[config.mk]
export PLATFORM = sky130hd
export DESIGN_NAME = dma_chain_seq
export DESIGN_NICKNAME = d
export VERILOG_FILES = /design/src/rtl/dma_chain_pkg.sv /design/src/rtl/dcs_fetch.sv /design/src/rtl/dcs_irq.sv /design/src/rtl/dma_chain_seq.sv
export SDC_FILE = /design/constraint.sdc
export NUM_CORES = 1
export LEC_CHECK = 0
export CORE_MARGIN = 2
export CORE_UTILIZATION = 45
export DETAILED_ROUTE_END_ITERATION = 12
export MAX_ROUTING_LAYER = met4
export PLACE_DENSITY_LB_ADDON = 0.08
export SYNTH_ARGS = -nofsm -noshare
export SYNTH_HDL_FRONTEND = slang
export SYNTH_SLANG_ARGS = --single-unit
[constraint.sdc]
create_clock -name clk_i -period 2.2 [get_ports clk_i]
set_input_delay 0.22 -clock clk_i [delete_from_list [all_inputs] [get_ports clk_i]]
set_output_delay 0.22 -clock clk_i [all_outputs]
set_load 0.005 [all_outputs]
[src/rtl/dma_chain_pkg.sv]
package dma_chain_pkg;
  typedef enum logic [2:0] {
    ST_IDLE,
    ST_START,
    ST_BUSY,
    ST_WAIT,
    ST_FETCH
  } seq_state_e;

  localparam int DESC_WORDS = 3;
  // word order within a descriptor
  localparam int IDX_DST = 0;
  localparam int IDX_CTL = 1;
  localparam int IDX_NXT = 2;
endpackage

[src/rtl/dcs_fetch.sv]
module dcs_fetch #(
  parameter int W       = 32,
  parameter int N_WORDS = 3,
  localparam int IW     = (N_WORDS > 1) ? $clog2(N_WORDS) : 1
) (
  input  logic          clk_i,
  input  logic          rst_ni,
  input  logic          go_i,
  input  logic [W-1:0]  base_i,
  input  logic          rvalid_i,
  output logic          req_o,
  output logic [W-1:0]  addr_o,
  output logic          word_vld_o,
  output logic [IW-1:0] word_idx_o,
  output logic          done_o
);
  logic          active_q, pend_q;
  logic [IW-1:0] idx_q;
  logic [W-1:0]  base_q;

  assign req_o      = active_q & ~pend_q;
  assign addr_o     = base_q + W'({idx_q, 2'b00});
  assign word_vld_o = pend_q & rvalid_i;
  assign word_idx_o = idx_q;
  assign done_o     = word_vld_o & (idx_q == IW'(N_WORDS - 1));

  always_ff @(posedge clk_i or negedge rst_ni) begin
    if (!rst_ni) begin
      active_q <= 1'b0;
      pend_q   <= 1'b0;
      idx_q    <= '0;
      base_q   <= '0;
    end else if (go_i) begin
      active_q <= 1'b1;
      pend_q   <= 1'b0;
      idx_q    <= '0;
      base_q   <= base_i;
    end else if (req_o) begin
      pend_q <= 1'b1;
    end else if (word_vld_o) begin
      pend_q <= 1'b0;
      if (done_o) active_q <= 1'b0;
      else        idx_q    <= idx_q + 1'b1;
    end
  end

  // after a non-final word the next sequential word is requested
  a_r2_next_word: assert property (@(posedge clk_i) disable iff (!rst_ni)
    (word_vld_o && !done_o && !go_i) |=> (req_o && addr_o == $past(addr_o) + W'(4)));
  a_r2_no_req_while_pending: assert property (@(posedge clk_i) disable iff (!rst_ni)
    (pend_q && !rvalid_i) |=> !req_o);
endmodule

[src/rtl/dcs_irq.sv]
module dcs_irq (
  input  logic clk_i,
  input  logic rst_ni,
  input  logic set_blk_i,
  input  logic set_xfer_i,
  input  logic clr_blk_i,
  input  logic clr_xfer_i,
  input  logic unmask_i,
  output logic blk_flag_o,
  output logic xfer_flag_o,
  output logic irq_o
);
  always_ff @(posedge clk_i or negedge rst_ni) begin
    if (!rst_ni) begin
      blk_flag_o  <= 1'b0;
      xfer_flag_o <= 1'b0;
    end else begin
      if (set_blk_i)       blk_flag_o  <= 1'b1;
      else if (clr_blk_i)  blk_flag_o  <= 1'b0;
      if (set_xfer_i)      xfer_flag_o <= 1'b1;
      else if (clr_xfer_i) xfer_flag_o <= 1'b0;
    end
  end

  assign irq_o = (blk_flag_o & unmask_i) | xfer_flag_o;

  a_r8_set_wins: assert property (@(posedge clk_i) disable iff (!rst_ni)
    (set_blk_i && clr_blk_i) |=> blk_flag_o);
  a_r8_clear_blk: assert property (@(posedge clk_i) disable iff (!rst_ni)
    (clr_blk_i && !set_blk_i) |=> !blk_flag_o);
  a_r8_clear_xfer: assert property (@(posedge clk_i) disable iff (!rst_ni)
    (clr_xfer_i && !set_xfer_i) |=> !xfer_flag_o);
endmodule

[src/rtl/dma_chain_seq.sv]
module dma_chain_seq
  import dma_chain_pkg::*;
#(
  parameter int W          = 32,
  parameter int INT_EN_BIT = 0
) (
  input  logic         clk_i,
  input  logic         rst_ni,
  input  logic         start_i,
  input  logic [W-1:0] init_src_i,
  input  logic [W-1:0] init_dst_i,
  input  logic [W-1:0] init_ctl_i,
  input  logic [W-1:0] init_llp_i,
  input  logic         init_reload_i,
  input  logic         reload_clr_i,
  input  logic         blk_unmask_i,
  input  logic         blk_clr_i,
  input  logic         xfer_clr_i,
  output logic         mem_req_o,
  output logic [W-1:0] mem_addr_o,
  input  logic         mem_rvalid_i,
  input  logic [W-1:0] mem_rdata_i,
  output logic         blk_start_o,
  input  logic         blk_done_i,
  input  logic [W-1:0] blk_src_end_i,
  output logic [W-1:0] src_o,
  output logic [W-1:0] dst_o,
  output logic [W-1:0] ctl_o,
  output logic [W-1:0] llp_o,
  output logic         reload_o,
  output logic         ch_en_o,
  output logic         blk_flag_o,
  output logic         xfer_flag_o,
  output logic         irq_o
);
  localparam int IW = $clog2(DESC_WORDS);

  seq_state_e    state_q, state_d;
  logic [W-1:0]  sar_q, sar_init_q, dar_q, ctl_q, llp_q;
  logic          reload_q, ch_en_q;
  logic          blk_end, last_blk, stall, has_next, launch;
  logic          fetch_go, word_vld, fetch_done;
  logic [IW-1:0] word_idx;

  assign launch   = (state_q == ST_IDLE) & start_i;
  assign blk_end  = (state_q == ST_BUSY) & blk_done_i;
  assign has_next = (llp_q != '0);
  assign last_blk = ~reload_q & ~has_next;
  assign stall    = ctl_q[INT_EN_BIT] & blk_unmask_i;

  always_comb begin
    state_d  = state_q;
    fetch_go = 1'b0;
    unique case (state_q)
      ST_IDLE:  if (start_i) state_d = ST_START;
      ST_START: state_d = ST_BUSY;
      ST_BUSY: if (blk_done_i) begin
        if (last_blk)      state_d = ST_IDLE;
        else if (stall)    state_d = ST_WAIT;
        else if (has_next) begin state_d = ST_FETCH; fetch_go = 1'b1; end
        else               state_d = ST_START;
      end
      ST_WAIT: if (!blk_flag_o) begin
        if (has_next) begin state_d = ST_FETCH; fetch_go = 1'b1; end
        else          state_d = ST_START;
      end
      ST_FETCH: if (fetch_done) state_d = ST_START;
      default:  state_d = ST_IDLE;
    endcase
  end

  always_ff @(posedge clk_i or negedge rst_ni) begin
    if (!rst_ni) begin
      state_q    <= ST_IDLE;
      sar_q      <= '0;
      sar_init_q <= '0;
      dar_q      <= '0;
      ctl_q      <= '0;
      llp_q      <= '0;
      reload_q   <= 1'b0;
      ch_en_q    <= 1'b0;
    end else begin
      state_q <= state_d;
      if (launch) begin
        sar_q      <= init_src_i;
        sar_init_q <= init_src_i;
        dar_q      <= init_dst_i;
        ctl_q      <= init_ctl_i;
        llp_q      <= init_llp_i;
        ch_en_q    <= 1'b1;
      end
      if (launch)            reload_q <= init_reload_i;
      else if (reload_clr_i) reload_q <= 1'b0;
      if (blk_end) begin
        sar_q <= reload_q ? sar_init_q : blk_src_end_i;
        if (last_blk) ch_en_q <= 1'b0;
      end
      if (word_vld) begin
        if (word_idx == IW'(IDX_DST)) dar_q <= mem_rdata_i;
        if (word_idx == IW'(IDX_CTL)) ctl_q <= mem_rdata_i;
        if (word_idx == IW'(IDX_NXT)) llp_q <= mem_rdata_i;
      end
    end
  end

  dcs_fetch #(.W(W), .N_WORDS(DESC_WORDS)) i_fetch (
    .clk_i      (clk_i),
    .rst_ni     (rst_ni),
    .go_i       (fetch_go),
    .base_i     (llp_q),
    .rvalid_i   (mem_rvalid_i),
    .req_o      (mem_req_o),
    .addr_o     (mem_addr_o),
    .word_vld_o (word_vld),
    .word_idx_o (word_idx),
    .done_o     (fetch_done)
  );

  dcs_irq i_irq (
    .clk_i       (clk_i),
    .rst_ni      (rst_ni),
    .set_blk_i   (blk_end & ctl_q[INT_EN_BIT]),
    .set_xfer_i  (blk_end & last_blk),
    .clr_blk_i   (blk_clr_i),
    .clr_xfer_i  (xfer_clr_i),
    .unmask_i    (blk_unmask_i),
    .blk_flag_o  (blk_flag_o),
    .xfer_flag_o (xfer_flag_o),
    .irq_o       (irq_o)
  );

  assign blk_start_o = (state_q == ST_START);
  assign src_o       = sar_q;
  assign dst_o       = dar_q;
  assign ctl_o       = ctl_q;
  assign llp_o       = llp_q;
  assign reload_o    = reload_q;
  assign ch_en_o     = ch_en_q;

  a_r1_reload_restores: assert property (@(posedge clk_i) disable iff (!rst_ni)
    (state_q == ST_BUSY && blk_done_i && reload_q) |=> (sar_q == sar_init_q));
  a_r3_src_kept_in_fetch: assert property (@(posedge clk_i) disable iff (!rst_ni)
    (state_q == ST_FETCH) |=> $stable(sar_q));
  a_r4_hold_while_flagged: assert property (@(posedge clk_i) disable iff (!rst_ni)
    (state_q == ST_WAIT && blk_flag_o) |-> (!blk_start_o && !mem_req_o));
  a_r6_end_disables: assert property (@(posedge clk_i) disable iff (!rst_ni)
    (state_q == ST_BUSY && blk_done_i && !reload_q && llp_q == '0) |=> (!ch_en_o && xfer_flag_o));
  a_r6_quiet_when_off: assert property (@(posedge clk_i) disable iff (!rst_ni)
    !ch_en_o |-> (!mem_req_o && !blk_start_o));
  a_r7_enabled_in_block: assert property (@(posedge clk_i) disable iff (!rst_ni)
    blk_start_o |-> ch_en_o);
endmodule

Word level (Yosys, flattened, before mapping)
Cells that the tools add are included.
{"block": "totals", "reg_bits": 203, "word_cells": 101, "inputBits": 202, "output_inout_bits": 167}
{"block": "op_classes", "reduce_logical": 13, "add_sub_neg": 2, "bitwise": 14, "eq_ne": 12, "n_mux": 46}
{"cell": "$mux W32", "n": 12}
{"cell": "$add A32 B4 Y32", "n": 1}
{"cell": "$reduce_bool A32 Y1", "n": 1}
{"cell": "$mux W1", "n": 21}
{"cell": "$mux W3", "n": 7}
{"cell": "$pmux W3 S5", "n": 1}
{"cell": "$reduce_bool A2 Y1", "n": 6}
{"cell": "$and A1 B1 Y1", "n": 10}
{"cell": "$ne A2 B2 Y1 const B", "n": 5}
{"cell": "$mux W2", "n": 4}
{"cell": "$eq A3 B2 Y1 const B", "n": 2}
{"cell": "$reduce_and A3 Y1", "n": 2}
{"cell": "$reduce_and A4 Y1", "n": 1}
{"cell": "$eq A3 B1 Y1 const B", "n": 1}
{"cell": "$eq A3 B3 Y1 const B", "n": 1}
{"cell": "$logic_not A3 Y1", "n": 1}
{"cell": "$not A1 Y1", "n": 3}
{"cell": "$reduce_bool A3 Y1", "n": 1}
{"cell": "$add A2 B1 Y2 const B", "n": 1}
{"cell": "$eq A2 B1 Y1 const B", "n": 1}
{"cell": "$eq A2 B2 Y1 const B", "n": 1}
{"cell": "$logic_not A2 Y1", "n": 1}
{"cell": "$ne A2 B1 Y1 const B", "n": 1}
{"cell": "$pmux W1 S2", "n": 1}
{"cell": "$or A1 B1 Y1", "n": 1}

Longest topological paths before layout
{"block": "logic_depth", "ltp_word": 8, "mapped_depth": 7, "mapped_depth_nobuf": 7}

By module
From an unflattened synthesis, not the netlist that was laid out.
{"block": "unflattened", "cells_unflattened": 993, "area_unflattened_um2": 9556.7}
{"mod": "dma_chain_seq", "cells_per_inst": 818, "n_inst": 1, "area_per_inst_um2": 7523.5, "seq_area_each_um2": 4129.0}
{"mod": "dcs_fetch", "cells_per_inst": 168, "n_inst": 1, "area_per_inst_um2": 1953.1, "seq_area_each_um2": 900.9}
{"mod": "dcs_irq", "cells_per_inst": 7, "n_inst": 1, "area_per_inst_um2": 80.1, "seq_area_each_um2": 50.0}

Least setup slack after synthesis
No wires, ideal clock.
{"block": "synth_timing", "kind": "register to output", "from": "register i_fetch.idx_q[0], in the netlist i_fetch.word_idx_o[0]", "to": "output mem_addr_o[20]", "path_slack_ns": 0.112, "required_time_ns": 1.980, "t_arrival_ns": 1.868, "stages_incl_launch_ff": 8, "cell_sequence": "dfrtp_1 -> ha_1 -> inv_1 -> fa_1 -> nor3_2 -> nor3b_2 -> nand3_1 -> xnor2_1"}
{"block": "synth_via", "elab_chain_cells": 1}
{"element": "from (decl)", "line": "dcs_fetch.sv:18", "text": "logic [IW-1:0] idx_q;"}
{"element": "from (signal assigned)", "line": "dcs_fetch.sv:43", "text": "else idx_q <= idx_q + 1'b1;"}
{"element": "$add A32 B4 Y32", "line": "dcs_fetch.sv:22", "text": "assign addr_o = base_q + W'({idx_q, 2'b00});"}
{"element": "to (decl)", "line": "dma_chain_seq.sv:20", "text": "output logic [W-1:0] mem_addr_o,"}
Every way passes these cells.

Worst setup path after layout
{"block": "layout_timing", "from": "register i_fetch.idx_q[0], in the netlist i_fetch.word_idx_o[0]", "to": "output mem_addr_o[30]"}
Same word-level chain as after synthesis.

==> flow_metrics.py <==
metrics = {
    "setup_path": {
        "critPathArrivalTime_ns": 2.48,
        "end_kind": "output pin",
        "timing.rr.end": "i_fetch.base_q[4]$_DFFE_PN0N_",
        "crit_fanout": 4,
        "required_ns": 1.98,
        "worstSetupPathType": "register to output pin",
        "worstReg2RegStart": "llp_o[8]$_DFF_PN0_",
        "ff2ff_setup_slack_ns": 0.10,
        "startpoint_type": "register",
        "reg2regPathDepth": 7,
    },
    "detailed_routing": {
        "routed_wl_um": 31970,
        "antenna_left": 0,
        "drc": 0,
        "dr.pass1.iters": 5,
        "drt_iter0_markers": 460,
        "vias": 8524,
        "vias_per_cell": 5.144,
        "wire_per_inst_um": 19.29,
    },
    "flow_run": {
        "max_cap_violations": 0,
    },
    "yosys": {
        "synth.top_cell.area_share": 0.5231,
        "ys_ff_latch": 203,
        "async_flop_share": 1.000,
        "synth_top_cell_by_area": "dfrtp_1",
        "synth_edf_count": 0,
        "synth_common_cells": "nand2_1, dfrtp_1, mux2i_1, o21ai_0, o211ai_1",
        "ys.flop_type": "dfrtp_1",
        "synth_area_um2": 9712,
        "syn_inst": 932,
        "synth_nets": 1140,
        "synth.most_common_cell": "nand2_1",
        "synth_area_leaders": "dfrtp_1, mux2i_1, nand2_1, o21ai_0, mux2_4",
        "synth_cell_type_count": 45,
        "yosysSeqAreaShare": 0.5231,
        "syn_avg_cell_area_um2": 10.42,
        "yosysWarnings": 0,
    },
    "global_route": {
        "overflow": 0,
        "grt_pass1_vias": 8706,
        "grtUsageTotal": 0.2844,
        "grt_max_degree": 65,
        "grt_pass1_wl_um": 48290,
        "grt_antenna_before_repair": 2,
    },
    "pwr": {
        "p_leak_nw": 6.527,
        "p_per_area_nw_per_um2": 1358,
        "ir_drop_uv": 681.5,
    },
    "clock_tree": {
        "h-tree-depth": 1,
        "clock_sinks": 203,
        "clk_path_buf_depth": 3,
        "clk_latency_ns": 0.51,
        "clk_root_buffer_cell": "clkbuf_16",
        "cts_buffers": 23,
        "cts_tree": "built",
        "clk_pin_slew_ns": 0.06,
    },
    "final_layout": {
        "fillers": 1578,
        "final_layout_size_suffix_gt1_frac": 0.1645,
        "fin_nets": 1572,
        "area_growth_pct": 54.96,
        "final_util": 0.7137,
    },
    "place": {
        "hpwl_um": 23640,
        "gp_congestion": 0.8592,
        "post-place-ws_ns": -0.3493,
        "port-buffer-count": 368,
    },
    "floorplanning": {
        "die_x_um": 150.9,
        "dieArea_um2": 22770,
        "die_h_um": 150.9,
        "ios": 369,
        "core.rowCount": 53,
        "initial_core_util": 0.4605,
        "core_area_um2": 21090,
    },
    "hold_path": {
        "min_path_type": "input pin to asynchronous set/reset pin",
    },
    "timing": {
        "hold_viol": 0,
        "tightest_slew_ns": 0.4641,
        "rsz0062_at_grt": "true",
        "fin_crit_ns": 2.697,
        "max_freq_mhz": 370.8,
        "finalCritPeriodShare": 1.226,
        "finalSetupViolations": 24,
        "fin_skew_ns": 0.01232,
        "hold_slack_ns": 0.2449,
        "slew_headroom": 0.6906,
        "setup_ws_ns": -0.4970,
        "slew_violations": 0,
    },
    "run_status": {
        "outcome": "complete, but fails checks",
        "violations": "negative setup slack",
    },
}
## power breakdown
| group | internal (mW) | leakage (nW) | switching (mW) |
|---|---|---|---|
| logic | 5.74 | 3.71 | 4.31 |
| clock network | 2.06 | 0.354 | 1.50 |
| registers | 5.61 | 2.47 | 1.22 |
| total | 13.4 | 6.53 | 7.03 |
## critical path, stage by stage (launching register included)
cell,delay (ns)
dfrtp_1,0.36
ha_2,0.20
inv_2,0.04
fa_2,0.35
nor3_2,0.11
buf_4,0.16
nand4_1,0.13
buf_4,0.18
buf_6,0.11
nor2_4,0.09
xnor2_2,0.12
buf_2,0.13
## logic make-up after synthesis
family | count (synthesis) | share of synthesized area
fa+ha+maj | 6 | 0.008503
xor+xnor | 29 | 0.02615
simple gates | 319 | 0.1404
buf+inv | 67 | 0.03581
mux | 161 | 0.1797
compound gates | 147 | 0.08632
flops | 203 | 0.5231
## state kept, by name (all words and copies together) (netlist names)
name / flops
ch_en_o: 1
ctl_o: 32
dst_o: 32
i_fetch.active_q: 1
i_fetch.base_q: 32
i_fetch.pend_q: 1
i_fetch.word_idx_o: 2
i_irq.blk_flag_o: 1
i_irq.xfer_flag_o: 1
llp_o: 32
reload_o: 1
sar_init_q: 32
src_o: 32
state_q: 3
## through the flow
step / setup TNS (ns) / total power, mW / instances / area (um2)
floorplan: 0 / 11.23 / 932 / 9712
global placement: -2.497 / 16.73 / 1601 / 14200
detailed placement: -3.464 / 16.96 / 1601 / 14200
CTS: -9.030 / 20.49 / 1650 / 14940
global route: -9.352 / 21.77 / 1657 / 15050
finish: -6.568 / 20.44 / 1657 / 15050
## what timing repair did
item | 4_1_cts | 5_1_grt
endpoints found under the hold margin | 48 | 0
setup buffers | 7 | 6
pin swaps | 24 | 22
setup endpoints to repair | 29 | 53
hold buffers | 1 | 0
resized for setup | 88 | 48
## final cells by class
type,count,area [um2],share of cell area
diodes,2,5.005,0.0003326
clock buffers,32,649.4,0.04315
clock inverters,9,48.80,0.003242
inverters,11,41.29,0.002744
multi-input cells,662,4437,0.2948
flip-flops and latches,203,5081,0.3376
well taps,275,344.1,0.02286
repair buffers,463,4443,0.2952
## layout by cell type (no fill, tap or decap), drive strengths merged, types with 7 or more instances in the layout
cell type / Yosys / layout
mux2: 32 / 32
nor4: 10 / 10
nand4: 9 / 9
clkinv: 0 / 8
buf: 28 / 118
o21ai: 103 / 103
nor2: 18 / 18
inv: 11 / 12
nand3: 9 / 9
xor2: 12 / 12
o211ai: 32 / 32
nand2: 245 / 245
mux2i: 129 / 129
and3: 7 / 7
xnor2: 17 / 17
clkdlybuf4s50: 0 / 340
clkbuf: 28 / 34
dfrtp: 203 / 203
## layer usage
| layer | vias up | track usage | wire (um) |
|---|---|---|---|
| met5 | - | - | 0 |
| met4 | 0 | 0.07664 | 786 |
| met3 | 50 | 0.06536 | 2346 |
| met2 | 284 | 0.4573 | 15290 |
| met1 | 4107 | 0.3652 | 13550 |
| li1 | 4083 | - | - |
## worst max-delay path by stage
| stage | cells past startpoint | start | endpoint |
|---|---|---|---|
| floorplan | 7 | i_fetch.word_idx_o[0]$_DFFE_PN0P_ | mem_addr_o[20] |
| global placement | 9 | i_fetch.base_q[2]$_DFFE_PN0N_ | mem_addr_o[18] |
| detailed placement | 9 | i_fetch.word_idx_o[0]$_DFFE_PN0P_ | mem_addr_o[18] |
| CTS | 11 | i_fetch.word_idx_o[0]$_DFFE_PN0P_ | mem_addr_o[30] |
| global route | 11 | i_fetch.word_idx_o[0]$_DFFE_PN0P_ | mem_addr_o[30] |
| finish | 11 | i_fetch.word_idx_o[0]$_DFFE_PN0P_ | mem_addr_o[30] |
Note: power is estimated with default switching activity, not from simulation.
